[src/rtl/wdt_pkg.sv]
package wdt_pkg;
  localparam int DATA_W = 16;
  localparam int ADDR_W = 3;
  localparam int CNT_W  = 10;

  localparam logic [ADDR_W-1:0] A_RELOAD = 3'd0;
  localparam logic [ADDR_W-1:0] A_START  = 3'd1;
  localparam logic [ADDR_W-1:0] A_STAT1  = 3'd2;
  localparam logic [ADDR_W-1:0] A_STAT2  = 3'd3;
  localparam logic [ADDR_W-1:0] A_CTRL   = 3'd4;
  localparam logic [ADDR_W-1:0] A_IRQEN  = 3'd5;

  localparam int B_TMO   = 3;
  localparam int B_SEC   = 1;
  localparam int B_BOOT  = 2;
  localparam int B_HALT  = 11;
  localparam int B_NRB   = 0;
  localparam int B_IRQEN = 13;

  localparam logic [DATA_W-1:0] KICK_CODE = 16'h0001;
  localparam logic [CNT_W-1:0]  MIN_LOAD  = 10'd4;
  localparam logic [CNT_W-1:0]  RST_LOAD  = 10'd4;
endpackage

[src/rtl/wdt_prescaler.sv]
module wdt_prescaler #(
  parameter int unsigned DIV = 150_000_000
) (
  input  logic clk_i,
  input  logic rst_ni,
  input  logic run_i,
  input  logic restart_i,
  output logic tick_o
);
  localparam int PW = (DIV > 1) ? $clog2(DIV) : 1;
  localparam logic [PW-1:0] LAST = PW'(DIV - 1);

  logic [PW-1:0] pre_q, pre_d;
  logic          pre_en;

  always_comb begin
    pre_d  = pre_q;
    tick_o = 1'b0;
    pre_en = restart_i | run_i;
    if (restart_i) begin
      pre_d = '0;
    end else if (run_i) begin
      if (pre_q == LAST) begin
        pre_d  = '0;
        tick_o = 1'b1;
      end else begin
        pre_d = pre_q + 1'b1;
      end
    end
  end

  always_ff @(posedge clk_i or negedge rst_ni) begin
    if (!rst_ni)     pre_q <= '0;
    else if (pre_en) pre_q <= pre_d;
  end
endmodule

[src/rtl/wdt_countdown.sv]
module wdt_countdown
  import wdt_pkg::*;
(
  input  logic             clk_i,
  input  logic             rst_ni,
  input  logic             tick_i,
  input  logic             kick_i,
  input  logic [CNT_W-1:0] load_i,
  output logic [CNT_W-1:0] cnt_o,
  output logic             expire_o
);
  logic [CNT_W-1:0] cnt_q, cnt_d;
  logic             cnt_en;

  always_comb begin
    cnt_d    = cnt_q;
    expire_o = 1'b0;
    cnt_en   = kick_i | tick_i;
    if (kick_i) begin
      cnt_d = load_i;
    end else if (tick_i) begin
      if (cnt_q == CNT_W'(1)) begin
        expire_o = 1'b1;
        cnt_d    = load_i;
      end else begin
        cnt_d = cnt_q - 1'b1;
      end
    end
  end

  always_ff @(posedge clk_i or negedge rst_ni) begin
    if (!rst_ni)     cnt_q <= RST_LOAD;
    else if (cnt_en) cnt_q <= cnt_d;
  end

  assign cnt_o = cnt_q;
endmodule

[src/rtl/wdt_regfile.sv]
module wdt_regfile
  import wdt_pkg::*;
(
  input  logic              clk_i,
  input  logic              rst_ni,
  input  logic              wr_i,
  input  logic [ADDR_W-1:0] addr_i,
  input  logic [DATA_W-1:0] wdata_i,
  output logic [DATA_W-1:0] rdata_o,
  input  logic [CNT_W-1:0]  cnt_i,
  input  logic              expire_i,
  output logic [CNT_W-1:0]  start_o,
  output logic              halt_o,
  output logic              nrb_o,
  output logic              kick_o,
  output logic              tmo_o,
  output logic              sec_o,
  output logic              boot_o,
  output logic              irq_o,
  output logic              rst_req_o
);
  logic [CNT_W-1:0] start_q, start_d;
  logic halt_q, halt_d, nrb_q, nrb_d, ien_q, ien_d;
  logic tmo_q, tmo_d, sec_q, sec_d, boot_q, boot_d, irq_q, irq_d, rst_q, rst_d;
  logic wr_start, wr_ctrl, wr_ien, wr_s1, wr_s2;
  logic first_exp, second_exp;

  always_comb begin
    wr_start   = wr_i && (addr_i == A_START);
    wr_ctrl    = wr_i && (addr_i == A_CTRL);
    wr_ien     = wr_i && (addr_i == A_IRQEN);
    wr_s1      = wr_i && (addr_i == A_STAT1);
    wr_s2      = wr_i && (addr_i == A_STAT2);
    kick_o     = wr_i && (addr_i == A_RELOAD) && (wdata_i == KICK_CODE);
    first_exp  = expire_i && !tmo_q;
    second_exp = expire_i && tmo_q;

    start_d = start_q;
    if (wr_start && (wdata_i[CNT_W-1:0] >= MIN_LOAD)) start_d = wdata_i[CNT_W-1:0];

    halt_d = halt_q;
    nrb_d  = nrb_q;
    if (wr_ctrl) begin
      halt_d = wdata_i[B_HALT];
      nrb_d  = wdata_i[B_NRB];
    end
    ien_d = wr_ien ? wdata_i[B_IRQEN] : ien_q;

    tmo_d = tmo_q;
    irq_d = irq_q;
    if (wr_s1 && wdata_i[B_TMO]) begin
      tmo_d = 1'b0;
      irq_d = 1'b0;
    end
    if (first_exp) begin
      tmo_d = 1'b1;
      if (ien_q) irq_d = 1'b1;
    end

    sec_d  = sec_q;
    boot_d = boot_q;
    if (wr_s2 && wdata_i[B_SEC])  sec_d  = 1'b0;
    if (wr_s2 && wdata_i[B_BOOT]) boot_d = 1'b0;
    if (second_exp) sec_d = 1'b1;
    rst_d = second_exp && !nrb_q;
    if (rst_d) boot_d = 1'b1;
  end

  always_ff @(posedge clk_i or negedge rst_ni) begin
    if (!rst_ni) begin
      start_q <= RST_LOAD;
      halt_q  <= 1'b1;
      nrb_q   <= 1'b1;
      ien_q   <= 1'b0;
      tmo_q   <= 1'b0;
      irq_q   <= 1'b0;
      sec_q   <= 1'b0;
      boot_q  <= 1'b0;
      rst_q   <= 1'b0;
    end else begin
      if (wr_start) start_q <= start_d;
      if (wr_ctrl) begin
        halt_q <= halt_d;
        nrb_q  <= nrb_d;
      end
      if (wr_ien) ien_q <= ien_d;
      if (wr_s1 || first_exp) begin
        tmo_q <= tmo_d;
        irq_q <= irq_d;
      end
      if (wr_s2 || second_exp) begin
        sec_q  <= sec_d;
        boot_q <= boot_d;
      end
      rst_q <= rst_d;
    end
  end

  always_comb begin
    rdata_o = '0;
    unique case (addr_i)
      A_RELOAD: rdata_o[CNT_W-1:0] = cnt_i;
      A_START:  rdata_o[CNT_W-1:0] = start_q;
      A_STAT1:  rdata_o[B_TMO]     = tmo_q;
      A_STAT2: begin
        rdata_o[B_SEC]  = sec_q;
        rdata_o[B_BOOT] = boot_q;
      end
      A_CTRL: begin
        rdata_o[B_HALT] = halt_q;
        rdata_o[B_NRB]  = nrb_q;
      end
      A_IRQEN:  rdata_o[B_IRQEN]   = ien_q;
      default:  rdata_o            = '0;
    endcase
  end

  assign start_o   = start_q;
  assign halt_o    = halt_q;
  assign nrb_o     = nrb_q;
  assign tmo_o     = tmo_q;
  assign sec_o     = sec_q;
  assign boot_o    = boot_q;
  assign irq_o     = irq_q;
  assign rst_req_o = rst_q;
endmodule

[src/rtl/two_stage_watchdog.sv]
module two_stage_watchdog
  import wdt_pkg::*;
#(
  parameter int unsigned TICK_DIV = 150_000_000
) (
  input  logic              clk_i,
  input  logic              rst_ni,
  input  logic              bus_wr_i,
  input  logic [ADDR_W-1:0] bus_addr_i,
  input  logic [DATA_W-1:0] bus_wdata_i,
  output logic [DATA_W-1:0] bus_rdata_o,
  output logic              irq_o,
  output logic              sys_rst_o
);
  logic [1:0]       rsync_q;
  logic             rst_n;
  logic             tick, kick, expire, halt, nrb, tmo, sec, boot;
  logic [CNT_W-1:0] cnt, start_val;

  always_ff @(posedge clk_i or negedge rst_ni) begin
    if (!rst_ni) rsync_q <= 2'b00;
    else         rsync_q <= {rsync_q[0], 1'b1};
  end
  assign rst_n = rsync_q[1];

  wdt_prescaler #(.DIV(TICK_DIV)) u_pre (
    .clk_i(clk_i), .rst_ni(rst_n), .run_i(!halt), .restart_i(kick), .tick_o(tick)
  );

  wdt_countdown u_cnt (
    .clk_i(clk_i), .rst_ni(rst_n), .tick_i(tick), .kick_i(kick),
    .load_i(start_val), .cnt_o(cnt), .expire_o(expire)
  );

  wdt_regfile u_regs (
    .clk_i(clk_i), .rst_ni(rst_n), .wr_i(bus_wr_i), .addr_i(bus_addr_i),
    .wdata_i(bus_wdata_i), .rdata_o(bus_rdata_o), .cnt_i(cnt), .expire_i(expire),
    .start_o(start_val), .halt_o(halt), .nrb_o(nrb), .kick_o(kick),
    .tmo_o(tmo), .sec_o(sec), .boot_o(boot), .irq_o(irq_o), .rst_req_o(sys_rst_o)
  );
endmodule

[config.mk]
export PLATFORM = sky130hd
export DESIGN_NAME = two_stage_watchdog
export DESIGN_NICKNAME = d
export VERILOG_FILES = /design/src/rtl/wdt_pkg.sv /design/src/rtl/wdt_prescaler.sv /design/src/rtl/wdt_countdown.sv /design/src/rtl/wdt_regfile.sv /design/src/rtl/two_stage_watchdog.sv
export SDC_FILE = /design/constraint.sdc
export NUM_CORES = 1
export LEC_CHECK = 0
export ABC_AREA = 1
export BUFFER_PORTS_ARGS = -buffer_cell sky130_fd_sc_hd__buf_2
export CORE_ASPECT_RATIO = 1.4
export CORE_MARGIN = 2
export CORE_UTILIZATION = 60
export DETAILED_ROUTE_END_ITERATION = 8
export GPL_TIMING_DRIVEN = 0
export PLACE_DENSITY = 0.82
export SYNTH_ARGS = -nofsm -noshare
export SYNTH_HDL_FRONTEND = slang
export SYNTH_SLANG_ARGS = --single-unit
[constraint.sdc]
create_clock -name clk_i -period 2.3 [get_ports clk_i]
set_input_delay 0.46 -clock clk_i [delete_from_list [all_inputs] [get_ports clk_i]]
set_output_delay 0.46 -clock clk_i [all_outputs]
set_load 0.03 [all_outputs]
==> metrics.log <==
INFO  metric outcome = completed
INFO  metric yosysWarnings = 0
INFO  metric finalPower = around 2.7 mW
INFO  metric dpl_cell_area = 4200 µm²
INFO  metric period_share = 96.0%
INFO  metric grt_pass1_wl = 17.5 mm
INFO  metric worst_path_dominant_cell_family = buffers and inverters
INFO  metric cts-buffers-inserted = 9
INFO  metric layout-drive-gt1-share = 14.8%
INFO  metric drv_cap = 0
INFO  metric fillCellCount = around 550
INFO  metric synthesis.instances = a little under 600
INFO  metric cp.buffers_inverters = 3
INFO  metric setup_viol = 0
INFO  metric clk_pin_slew = 0.08 ns
INFO  metric yosys.area_share.adder = less than 1%
INFO  metric port_buffers = 35
INFO  metric power_frac_seq = 47.2%
INFO  metric cp_cell_sequence = inv_1 > clkbuf_1 > nor2_1 > buf_2
INFO  metric postCtsSetupRepairBufs = 0
INFO  metric cp-start-kind = flop
INFO  metric netlist_area = around 3900 µm²
INFO  metric most_common_cell_after_layout_fill_and_taps_aside = sky130_fd_sc_hd__nand2_1
INFO  metric grt_overflow = 0
INFO  metric netSwitchingPower = approximately 940 µW
INFO  metric numPlacedInstances = 695
INFO  metric grt_pass1_vias = just under 4k
INFO  metric synth_top_family_by_area = simple AND/OR/NAND/NOR gates
INFO  metric insertedDiodeCount = 0
INFO  metric die_area = 7180 µm²
INFO  metric grt_start_max_net_pins = 33
INFO  metric p_int = around 1.7 mW
INFO  metric share_comb_of_total_power = 20.9%
INFO  metric clk_root_buffer_cell = sky130_fd_sc_hd__clkbuf_8
INFO  metric dieWidth = 72.2 µm
INFO  metric post_drt_wl_per_cell = 14.7 µm
INFO  metric top_level_ports = 40
INFO  metric relSlewSlack = between 50 and 60%
INFO  metric layout.cells.most_common_list = sky130_fd_sc_hd__nand2_1, sky130_fd_sc_hd__nor2_1, sky130_fd_sc_hd__inv_1
INFO  metric cts_tree = yes
INFO  metric synthesized_area_per_cell = between 6 and 7 µm²
INFO  metric place.gp.congestion = 0.962
INFO  metric coreArea = 6250 µm²
INFO  metric report.final.hold_viol_count = 0
INFO  metric rsz0062_at_grt = no
INFO  metric synth-compound-area-share = about 7.6%
INFO  metric crit_type = flop to primary output
INFO  metric max_slew.worst_pin.slew = 0.728 ns
INFO  metric synth-seq-area-share = 37.3%
INFO  metric synth-xor-area-share = under 10%
INFO  metric cp_data_arrival_time = about 1.8 ns
INFO  metric multi_input_area = around 2100 µm²
INFO  metric clkPwrFrac = 31.9%
INFO  metric swShare = 35.1%
INFO  metric ir_worst_vdd = 409 µV
INFO  metric timing_max_transition_violations_final = 0
INFO  metric power_density = just over 600 nW/µm²
INFO  metric cts.sinks = 58
INFO  metric final-instance-count-excl-fill = 712
INFO  metric sequential_cell_area = 1460 µm²
INFO  metric clock_skew = 0.0177 ns
INFO  metric clockBufferDepth = 2
INFO  metric postLayoutCellArea = between 4000 and 5000 µm²
INFO  metric post_drt_via_cell_ratio = 5.70
INFO  metric yosys.area_share.simple = slightly above 40%
INFO  metric yosys.area.top_type_share = 34.6%
INFO  metric worst_setup_path_end_kind = primary output
INFO  metric nets = 660
INFO  metric globalRouteTotalUtil = 31.1%
INFO  metric clock_tree.htree_level_count = 3
INFO  metric final_core_util = 70.1%
INFO  metric timing.critical_path.required = 1.84 ns
INFO  metric post_place_setup_slack = a little over 0.2 ns
INFO  metric final_period_minus_worst_setup_slack = 2.21 ns
INFO  metric placement_rows = 34
INFO  metric drt_iter0_markers = 380
INFO  metric netlist_top_cells_area = sky130_fd_sc_hd__dfrtp_1, sky130_fd_sc_hd__nand2_1, sky130_fd_sc_hd__nor2_1
INFO  metric finalHoldWorstSlack = 0.321 ns
INFO  metric dpl.hpwl = 7.92 mm
INFO  metric synth.area.mux_share = 0.288%
INFO  metric hold_class = flop to async pin
INFO  metric cp_slowest_stage_delay = 0.59 ns
INFO  metric sum_of_negative_setup_slack = 0 ns
INFO  metric critical_path_peak_fanout = 10
INFO  metric antenna_violations_before_repair = 0
INFO  metric synth_seq_cells = 58
INFO  metric starting_density_of_the_core = approximately 62%
INFO  metric drtAntennaViolNets = 0
INFO  metric routed_wirelength = 10.5 mm
INFO  metric cellLeakagePower = 2.12 nW
INFO  metric dieHeight = 99.4 µm
INFO  metric critical_path.slowest_cell = sky130_fd_sc_hd__dfstp_2
INFO  metric area_growth_syn_to_layout = 12.3%
INFO  metric detailroute.via_count = 4057
INFO  metric max_freq = 453 MHz
INFO  metric library_cell_with_the_largest_summed_area_after_synthesis = sky130_fd_sc_hd__dfrtp_1
INFO  metric synth.lib_cells_used.distinct = 34
INFO  metric clock_latency_on_the_worst_skew_pair = 0.35 ns
INFO  metric post-route-drc-count = 0
INFO  metric finalWorstSetupSlack = 0.0916 ns
INFO  metric drtPass1Iterations = 6
## power groups by stage
stage / combinational, mW / clock [mW] / sequential, mW
after floorplan: 0.399 / 0 / 1.25
after global placement: 0.529 / 0 / 1.28
after detailed placement: 0.551 / 0 / 1.28
after CTS: 0.556 / 0.856 / 1.26
after global routing: 0.628 / 0.901 / 1.27
final: 0.560 / 0.854 / 1.26
## cells by family (layout without fill, tap and decap cells)
group                    Yosys count  count (layout)
multiplexers                       1               1
AO/OA/AOI/OAI                     55              55
adder cells (fa/ha/maj)            3               3
XOR/XNOR                          13              13
buffers and inverters             84             137
other                              2               5
AND/OR/NAND/NOR                  368             368
flip-flops                        58              58
## final timing paths
kind	startpoint	to	slack (ns)	depth (start not counted)
max in group asynchronous	rsync_q[1]$_DFF_PN0_	u_regs.nrb_o$_DFFE_PN1P_	1.30	1
worst max-delay path	u_regs.halt_o$_DFFE_PN1P_	bus_rdata_o[11]	0.09	4
min in group clk_i	rsync_q[0]$_DFF_PN0_	rsync_q[1]$_DFF_PN0_	0.36	0
worst max register to register	u_pre.pre_q[1]$_DFFE_PN0P_	u_pre.pre_q[12]$_DFFE_PN0P_	0.27	10
worst min register to register	rsync_q[1]$_DFF_PN0_	u_pre.pre_q[22]$_DFFE_PN0P_	0.32	0
worst min-delay path	rsync_q[1]$_DFF_PN0_	u_pre.pre_q[22]$_DFFE_PN0P_	0.32	0
## flip-flops by register name, summed over array words and instances (netlist names), 2 cells and up
signal,cells
rsync_q,2
u_pre.pre_q,28
u_cnt.cnt_o,10
u_regs.start_o,10
## per-layer routing
metal	GRT usage, %	share of wire, %	vias up
li1	-	-	1960
met3	4.96	5.3	50
met1	34.5	38	1869
met4	19.4	5.5	0
met2	54.3	51	178
met5	0	0	-
## synth_stat cells (all sizes together)
library cell and n:
o22ai 5, o21ai 35, and2 1, inv 71, clkbuf 2, nand3 44
a21oi 11, nor4 1, ha 3, or2 2, nand3b 4, dfstp 4
conb 2, nand4 20, buf 11, nor2 91, xor2 13, mux2 1
nor3 11, nand2 194, o221ai 4, dfrtp 54
## layout make-up
cell class	instances	share of cell area (%)
buffer	13	2.14
inverter	71	6.08
clock buffer	11	3.23
multi-input combinational	445	47.9
tap	72	2.06
sequential	58	33.3
timing repair buffer	37	4.68
clock inverter	5	0.685
## timing repair
action | 4_1_cts | 5_1_grt
resized for setup | 0 | 0
endpoints found under the setup margin | 0 | 0
hold buffers | 1 | 0
endpoints found under the hold margin | 2 | 0
No activity file was read; power rests on OpenSTA's default activity.
